===== config.mk =====
export PLATFORM = sky130hd
export DESIGN_NAME = rtc_cal_core
export DESIGN_NICKNAME = d
export VERILOG_FILES = /design/src/rtl/rtc_cal_pkg.sv /design/src/rtl/rtc_tick_div.sv /design/src/rtl/rtc_time_chain.sv /design/src/rtl/rtc_user_view.sv /design/src/rtl/rtc_cal_core.sv
export SDC_FILE = /design/constraint.sdc
export NUM_CORES = 1
export LEC_CHECK = 0
export ABC_AREA = 1
export CORE_UTILIZATION = 40
export DETAILED_ROUTE_END_ITERATION = 16
export PLACE_DENSITY = 0.57
export SYNTH_ARGS = -nofsm -noshare
export SYNTH_HDL_FRONTEND = slang
export SYNTH_HIERARCHICAL = 1
export SYNTH_SLANG_ARGS = --single-unit

===== constraint.sdc =====
create_clock -name clk_i -period 3.67 [get_ports clk_i]
set_input_delay 0.734 -clock clk_i [delete_from_list [all_inputs] [get_ports clk_i]]
set_output_delay 0.734 -clock clk_i [all_outputs]
set_load 0.05 [all_outputs]

===== src/rtl/rtc_cal_pkg.sv =====
package rtc_cal_pkg;

  localparam int unsigned CLK_REGS = 8;
  localparam logic [7:0]  HALT_ADDR = 8'h08;

  typedef struct packed {
    logic       cb;
    logic [7:0] year;
    logic [4:0] month;
    logic [5:0] date;
    logic [2:0] dow;
    logic [5:0] hour;
    logic [6:0] min;
    logic [6:0] sec;
    logic [7:0] hund;
  } cal_time_t;

  localparam cal_time_t RESET_TIME = '{
    cb: 1'b0, year: 8'h00, month: 5'h01, date: 6'h01, dow: 3'd1,
    hour: 6'h00, min: 7'h00, sec: 7'h00, hund: 8'h00
  };

  function automatic logic [7:0] bcd_inc(input logic [7:0] v);
    logic [7:0] r;
    if (v[3:0] == 4'd9) r = {v[7:4] + 4'd1, 4'd0};
    else                r = {v[7:4], v[3:0] + 4'd1};
    return r;
  endfunction

  function automatic logic [6:0] bcd_to_bin(input logic [7:0] v);
    return 7'(v[7:4]) * 7'd10 + 7'(v[3:0]);
  endfunction

  function automatic logic is_leap(input logic [7:0] yr);
    logic [6:0] b;
    b = bcd_to_bin(yr);
    return b[1:0] == 2'b00;
  endfunction

  function automatic logic [5:0] month_len(input logic [4:0] m, input logic [7:0] yr);
    logic [5:0] r;
    case (m)
      5'h02:                      r = is_leap(yr) ? 6'h29 : 6'h28;
      5'h04, 5'h06, 5'h09, 5'h11: r = 6'h30;
      default:                    r = 6'h31;
    endcase
    return r;
  endfunction

  // field load for a write to a clock location; hundredths only take zero
  function automatic cal_time_t apply_wr(input cal_time_t t, input logic [2:0] idx,
                                         input logic [7:0] d);
    cal_time_t r;
    r = t;
    case (idx)
      3'd0: r.hund = 8'h00;
      3'd1: r.sec = d[6:0];
      3'd2: r.min = d[6:0];
      3'd3: begin r.cb = d[7]; r.hour = d[5:0]; end
      3'd4: r.dow = d[2:0];
      3'd5: r.date = d[5:0];
      3'd6: r.month = d[4:0];
      default: r.year = d;
    endcase
    return r;
  endfunction

endpackage


===== src/rtl/rtc_tick_div.sv =====
module rtc_tick_div #(
  parameter int unsigned DIV = 2
) (
  input  logic clk_i,
  input  logic rst_ni,
  input  logic tick_i,
  input  logic run_i,
  input  logic clr_i,
  output logic step_o
);

  generate
    if (DIV <= 1) begin : g_pass
      assign step_o = tick_i && run_i && !clr_i;
    end else begin : g_cnt
      localparam int unsigned CW = $clog2(DIV);
      localparam logic [CW-1:0] LAST = CW'(DIV - 1);
      logic [CW-1:0] cnt_q;

      assign step_o = tick_i && run_i && !clr_i && (cnt_q == LAST);

      always_ff @(posedge clk_i or negedge rst_ni) begin
        if (!rst_ni)              cnt_q <= '0;
        else if (clr_i)           cnt_q <= '0;
        else if (tick_i && run_i) cnt_q <= (cnt_q == LAST) ? '0 : cnt_q + 1'b1;
      end
    end
  endgenerate

endmodule


===== src/rtl/rtc_time_chain.sv =====
module rtc_time_chain
  import rtc_cal_pkg::*;
(
  input  logic      clk_i,
  input  logic      rst_ni,
  input  logic      step_i,
  input  logic      clk_wr_i,
  input  logic [2:0] widx_i,
  input  logic [7:0] wdata_i,
  output cal_time_t time_o,
  output logic      stop_o,
  output logic      ceb_o
);

  cal_time_t cur_q, nxt;
  logic stop_q, stop_d, ceb_q, ceb_d;
  logic c_sec, c_min, c_hr, c_day, c_mon, c_yr, c_cen;

  always_comb begin
    c_sec = cur_q.hund == 8'h99;
    c_min = c_sec && (cur_q.sec == 7'h59);
    c_hr  = c_min && (cur_q.min == 7'h59);
    c_day = c_hr  && (cur_q.hour == 6'h23);
    c_mon = c_day && (cur_q.date == month_len(cur_q.month, cur_q.year));
    c_yr  = c_mon && (cur_q.month == 5'h12);
    c_cen = c_yr  && (cur_q.year == 8'h99);
  end

  always_comb begin
    nxt    = cur_q;
    stop_d = stop_q;
    ceb_d  = ceb_q;
    if (clk_wr_i) begin
      nxt = apply_wr(cur_q, widx_i, wdata_i);
      if (widx_i == 3'd1) stop_d = wdata_i[7];
      if (widx_i == 3'd3) ceb_d  = wdata_i[6];
    end else if (step_i) begin
      nxt.hund = c_sec ? 8'h00 : bcd_inc(cur_q.hund);
      if (c_sec) nxt.sec = c_min ? 7'h00 : 7'(bcd_inc({1'b0, cur_q.sec}));
      if (c_min) nxt.min = c_hr ? 7'h00 : 7'(bcd_inc({1'b0, cur_q.min}));
      if (c_hr)  nxt.hour = c_day ? 6'h00 : 6'(bcd_inc({2'b0, cur_q.hour}));
      if (c_day) begin
        nxt.dow  = (cur_q.dow == 3'd7) ? 3'd1 : cur_q.dow + 3'd1;
        nxt.date = c_mon ? 6'h01 : 6'(bcd_inc({2'b0, cur_q.date}));
      end
      if (c_mon) nxt.month = c_yr ? 5'h01 : 5'(bcd_inc({3'b0, cur_q.month}));
      if (c_yr)  nxt.year = c_cen ? 8'h00 : bcd_inc(cur_q.year);
      if (c_cen && ceb_q) nxt.cb = ~cur_q.cb;
    end
  end

  always_ff @(posedge clk_i or negedge rst_ni) begin
    if (!rst_ni) begin
      cur_q  <= RESET_TIME;
      stop_q <= 1'b0;
      ceb_q  <= 1'b0;
    end else begin
      cur_q  <= nxt;
      stop_q <= stop_d;
      ceb_q  <= ceb_d;
    end
  end

  assign time_o = cur_q;
  assign stop_o = stop_q;
  assign ceb_o  = ceb_q;

endmodule


===== src/rtl/rtc_user_view.sv =====
module rtc_user_view
  import rtc_cal_pkg::*;
(
  input  logic      clk_i,
  input  logic      rst_ni,
  input  cal_time_t int_time_i,
  input  logic      stop_i,
  input  logic      ceb_i,
  input  logic      wr_en_i,
  input  logic      rd_en_i,
  input  logic [7:0] addr_i,
  input  logic [7:0] wdata_i,
  input  logic      bus_stop_i,
  input  logic      pwr_fail_i,
  output cal_time_t usr_o,
  output logic      hold_o,
  output logic      halt_o,
  output logic [7:0] rdata_o
);

  cal_time_t usr_q, usr_d;
  logic hold_q, halt_q, clk_addr, xfer;

  assign clk_addr = addr_i < 8'(CLK_REGS);
  // transfer blocked by an active read, a held read, or the halt flag
  assign xfer = !hold_q && !halt_q && !pwr_fail_i && !(rd_en_i && clk_addr);

  always_comb begin
    usr_d = usr_q;
    if (xfer)                     usr_d = int_time_i;
    else if (wr_en_i && clk_addr) usr_d = apply_wr(usr_q, addr_i[2:0], wdata_i);
  end

  always_ff @(posedge clk_i or negedge rst_ni) begin
    if (!rst_ni) begin
      usr_q  <= RESET_TIME;
      hold_q <= 1'b0;
      halt_q <= 1'b0;
    end else begin
      usr_q <= usr_d;
      if (bus_stop_i)   hold_q <= 1'b0;
      else if (rd_en_i) hold_q <= clk_addr;
      if (pwr_fail_i)                           halt_q <= 1'b1;
      else if (wr_en_i && addr_i == HALT_ADDR) halt_q <= wdata_i[6];
    end
  end

  always_comb begin
    case (addr_i)
      8'h00:   rdata_o = usr_q.hund;
      8'h01:   rdata_o = {stop_i, usr_q.sec};
      8'h02:   rdata_o = {1'b0, usr_q.min};
      8'h03:   rdata_o = {usr_q.cb, ceb_i, usr_q.hour};
      8'h04:   rdata_o = {5'b0, usr_q.dow};
      8'h05:   rdata_o = {2'b0, usr_q.date};
      8'h06:   rdata_o = {3'b0, usr_q.month};
      8'h07:   rdata_o = usr_q.year;
      8'h08:   rdata_o = {1'b0, halt_q, 6'b0};
      default: rdata_o = 8'h00;
    endcase
  end

  assign usr_o  = usr_q;
  assign hold_o = hold_q;
  assign halt_o = halt_q;

endmodule


===== src/rtl/rtc_cal_core.sv =====
module rtc_cal_core
  import rtc_cal_pkg::*;
#(
  parameter int unsigned TICK_DIV = 2
) (
  input  logic       clk_i,
  input  logic       rst_ni,
  input  logic       tick_i,
  input  logic       wr_en_i,
  input  logic       rd_en_i,
  input  logic [7:0] addr_i,
  input  logic [7:0] wdata_i,
  input  logic       bus_stop_i,
  input  logic       pwr_fail_i,
  output logic [7:0] rdata_o
);

  cal_time_t int_time, usr_time;
  logic stop_q, ceb_q, hold_q, halt_q, step, clk_wr;

  assign clk_wr = wr_en_i && (addr_i < 8'(CLK_REGS));

  rtc_tick_div #(.DIV(TICK_DIV)) u_div (
    .clk_i  (clk_i),
    .rst_ni (rst_ni),
    .tick_i (tick_i),
    .run_i  (!stop_q),
    .clr_i  (clk_wr),
    .step_o (step)
  );

  rtc_time_chain u_chain (
    .clk_i    (clk_i),
    .rst_ni   (rst_ni),
    .step_i   (step),
    .clk_wr_i (clk_wr),
    .widx_i   (addr_i[2:0]),
    .wdata_i  (wdata_i),
    .time_o   (int_time),
    .stop_o   (stop_q),
    .ceb_o    (ceb_q)
  );

  rtc_user_view u_view (
    .clk_i      (clk_i),
    .rst_ni     (rst_ni),
    .int_time_i (int_time),
    .stop_i     (stop_q),
    .ceb_i      (ceb_q),
    .wr_en_i    (wr_en_i),
    .rd_en_i    (rd_en_i),
    .addr_i     (addr_i),
    .wdata_i    (wdata_i),
    .bus_stop_i (bus_stop_i),
    .pwr_fail_i (pwr_fail_i),
    .usr_o      (usr_time),
    .hold_o     (hold_q),
    .halt_o     (halt_q),
    .rdata_o    (rdata_o)
  );

endmodule


==> impl_metrics.sql <==
INSERT INTO impl_metrics (metric_group, metric, value, unit) VALUES
('status', 'outcome', 'finished clean', ''),
('final_layout', 'highest_count_cells_in_the_layout_ignoring_fill_and_taps', 'nand2_1 (286), nand3_1 (175), dfrtp_1 (101)', ''),
('sta', 'hold_worst_slack', '0.447', 'ns'),
('global_route', 'first_global_vias', '5866', ''),
('final_layout', 'ant_diodes', '0', ''),
('clock_network', 'clk_pin_slew', '0.07', 'ns'),
('final_layout', 'layout.filler_cells', '1641', ''),
('clock_network', 'worstSkewPairLatency', '0.36', 'ns'),
('sta', 'rsz0062_at_grt', 'no', ''),
('floorplan', 'floorplan.die.height', '131', 'um'),
('clock_network', 'cts-root-buf', 'clkbuf_16', ''),
('sta', 'timing.final.hold_violations', '0', ''),
('power', 'cell_area_power_density', '392', 'nW/um^2'),
('global_route', 'grt_start_max_net_pins', '96', ''),
('global_route', 'grtUsageTotal', '24.6', '%'),
('drt', 'avgRoutedWirePerCell', '17.4', 'um'),
('clock_network', 'clk_path_buf_depth', '2', ''),
('global_route', 'met2_usage', '36.4', '%'),
('synth', 'synth_fp_nets', '959', ''),
('floorplan', 'initial_utilization', '41.6', '%'),
('critical_path', 'ff2ff_setup_slack', '1.28', 'ns'),
('synth', 'synthArstFlopShare', '100', '%'),
('global_route', 'grt_pass1_wl', '33.0', 'mm'),
('clock_network', 'cts_hold_buffers', '0', ''),
('global_route', 'global_routing_met1_resource_utilization', '36.0', '%'),
('placed_design', 'io_buffers', '30', ''),
('final_layout', 'syn_to_final_growth', '13.6', '%'),
('sta', 'worstMarginPinSlew', '0.778', 'ns'),
('job', 'max_cap_violations', '0', ''),
('synth', 'synth_cell_type_count', '44', ''),
('global_route', 'overflow', '0', ''),
('floorplan', 'core_region_area', '16100', 'sq um'),
('clock_network', 'ctsHtreeMaxLevel', '3', ''),
('floorplan', 'design.die.area', '17300', 'sq um'),
('critical_path', 'worstSetupStartpoint', 'addr_i[0]', ''),
('critical_path', 'critPathCapture', 'rdata_o[6]', ''),
('critical_path', 'timing.rr.end', 'u_chain/time_o[48]', ''),
('sta', 'setup_viol', '0', ''),
('clock_network', 'cts_post_setup_buffers_inserted', '0', ''),
('final_layout', 'layout-drive-gt1-share', '10.4', '%'),
('sta', 'maxSlewViolCount', '0', ''),
('sta', 'fin_crit_sh', '89.9', '%'),
('critical_path', 'timing.rr.start', 'u_chain/time_o[1]', ''),
('final_layout', 'mostFrequentLayoutCell', 'nand2_1', ''),
('drt', 'drcViolationCount', '0', ''),
('critical_path', 'cp_data_arrival_time', '2.57', 'ns'),
('power', 'cellLeakagePower', '3.77', 'nW'),
('critical_path', 'cp.required', '2.94', 'ns'),
('drt', 'avgViaCountPerCell', '5.27', ''),
('floorplan', 'num_io_pins', '31', ''),
('clock_network', 'cts_made_buffers', '9', ''),
('floorplan', 'die_w', '131', 'um'),
('synth', 'synthesis.yosys.warnings', '6', ''),
('power', 'ir_worst_vdd', '0.217', 'mV'),
('drt', 'drtIter0Drc', '525', ''),
('placed_design', 'detailedPlacementHpwl', '15.2', 'mm'),
('critical_path', 'criticalPathCategory', 'input pin to output port', ''),
('clock_network', 'tritoncts', 'built', ''),
('global_route', 'grt.met3_usage', '3.74', '%'),
('placed_design', 'gp_congestion', '0.933', ''),
('critical_path', 'worstSetupStartpointType', 'input pin', ''),
('synth', 'netlist_instances', '915', ''),
('drt', 'routed-via-count', '6151', ''),
('critical_path', 'worst-r2r-cell-count', '13', ''),
('sta', 'clock.fmax', '303', 'MHz'),
('drt', 'route.final.wire_length', '20.4', 'mm'),
('synth', 'sequential_to_total_area_share_from_yosys_stat', '40.1', '%'),
('synth', 'synth_seq_cells', '107', ''),
('synth', 'synth.avg_cell_area', '7.33', 'sq um'),
('worst_hold_path', 'min-delay-path-class', 'input pin to async pin', ''),
('drt', 'postRouteAntennaNets', '0', '');
cells by family (layout without fill, tap and decap cells):
kind of cell	Yosys count	after routing	share of synthesized area, %
buf+inv	99	136	6.38
simple gates	591	591	40.0
fa+ha+maj	21	21	3.92
xor+xnor	18	18	2.35
mux	7	7	1.16
compound gates	72	72	6.10
flops	107	107	40.1
synthesized netlist by cell type, types with 2 or more instances:
cell / n / share of area (%)
a21oi_1: 11 / 0.82
nor3_1: 4 / 0.30
a31oi_1: 3 / 0.28
inv_1: 69 / 3.9
mux2_2: 6 / 1.0
ha_1: 21 / 3.9
xnor2_1: 9 / 1.2
nor2_4: 10 / 1.7
o31ai_1: 4 / 0.45
xor2_1: 9 / 1.2
dfstp_2: 6 / 2.4
dfrtp_1: 101 / 38
o21ai_0: 35 / 2.6
nor2_2: 13 / 1.2
buf_2: 9 / 0.67
nand2_1: 286 / 16
o21a_1: 4 / 0.45
nor2_1: 73 / 4.1
nand3_2: 4 / 0.60
nand3b_1: 3 / 0.34
inv_2: 11 / 0.62
o22ai_1: 3 / 0.28
o21ai_1: 5 / 0.37
o21ai_2: 2 / 0.26
buf_6: 6 / 1.0
clkbuf_1: 4 / 0.22
nand4_1: 9 / 0.84
nand3_1: 175 / 13
nand2_2: 5 / 0.47
per-stage QoR:
step           cell area, sq um  worst slack (ns)  total power, mW  utilization, %  instances
2_1_floorplan              6700              1.12             1.85               -        915
3_3_place_gp               7330             0.394             2.04            45.5       1152
3_5_place_dp               7330             0.382             2.04            45.5       1152
4_1_cts                    7610             0.378             3.01            47.2       1168
5_1_grt                    7610             0.227             3.14            47.2       1168
6_report                   7610             0.369             2.99            47.2       1168
cell type report:
| class | count | area, sq um | area share, % |
|---|---|---|---|
| Timing Repair Buffer | 40 | 478 | 6.28 |
| Clock buffer | 10 | 239 | 3.14 |
| Sequential cell | 107 | 2690 | 35.3 |
| Clock inverter | 6 | 46.3 | 0.608 |
| Inverter | 80 | 300 | 3.95 |
| Multi-Input combinational cell | 709 | 3590 | 47.2 |
| Tap cell | 216 | 270 | 3.55 |
how the worst min path moves through the flow:
stage                           from               end  depth (start not counted)
floorplan                     rst_ni     u_chain/ceb_o                          0
global placement    u_view/usr_o[31]  u_view/usr_o[31]                          2
detailed placement   u_view/usr_o[3]   u_view/usr_o[3]                          2
CTS                           rst_ni     u_view/halt_o                          1
global route                  rst_ni  u_view/usr_o[29]                          1
finish                        rst_ni  u_view/usr_o[38]                          1
sequential cells by signal, indices dropped and copies added (netlist names):
signal             flops
u_chain/time_o        51
u_view/usr_o          51
u_view/hold_o          1
u_view/halt_o          1
u_div/g_cnt.cnt_q      1
u_chain/stop_o         1
u_chain/ceb_o          1
critical path, stage by stage:
cell             delay, ns
clkdlybuf4s50_1       0.75
nand2_1               0.15
nor2_2                0.20
inv_2                 0.08
nor2_4                0.16
nand2_1               0.08
and2_0                0.15
nand2_1               0.12
buf_12                0.15
power breakdown:
| part | leakage (nW) | switching (mW) | internal (mW) |
|---|---|---|---|
| logic | 2.28 | 0.316 | 0.214 |
| registers | 1.35 | 0.156 | 1.34 |
| clock network | 0.135 | 0.478 | 0.485 |
metal layers:
metal | part of all wire, % | up-vias
met3 | 4.9 | 31
met2 | 43 | 174
met5 | 0 | -
met4 | 2.8 | 0
met1 | 49 | 2878
li1 | - | 3068
(Power assumes the default switching activity.)
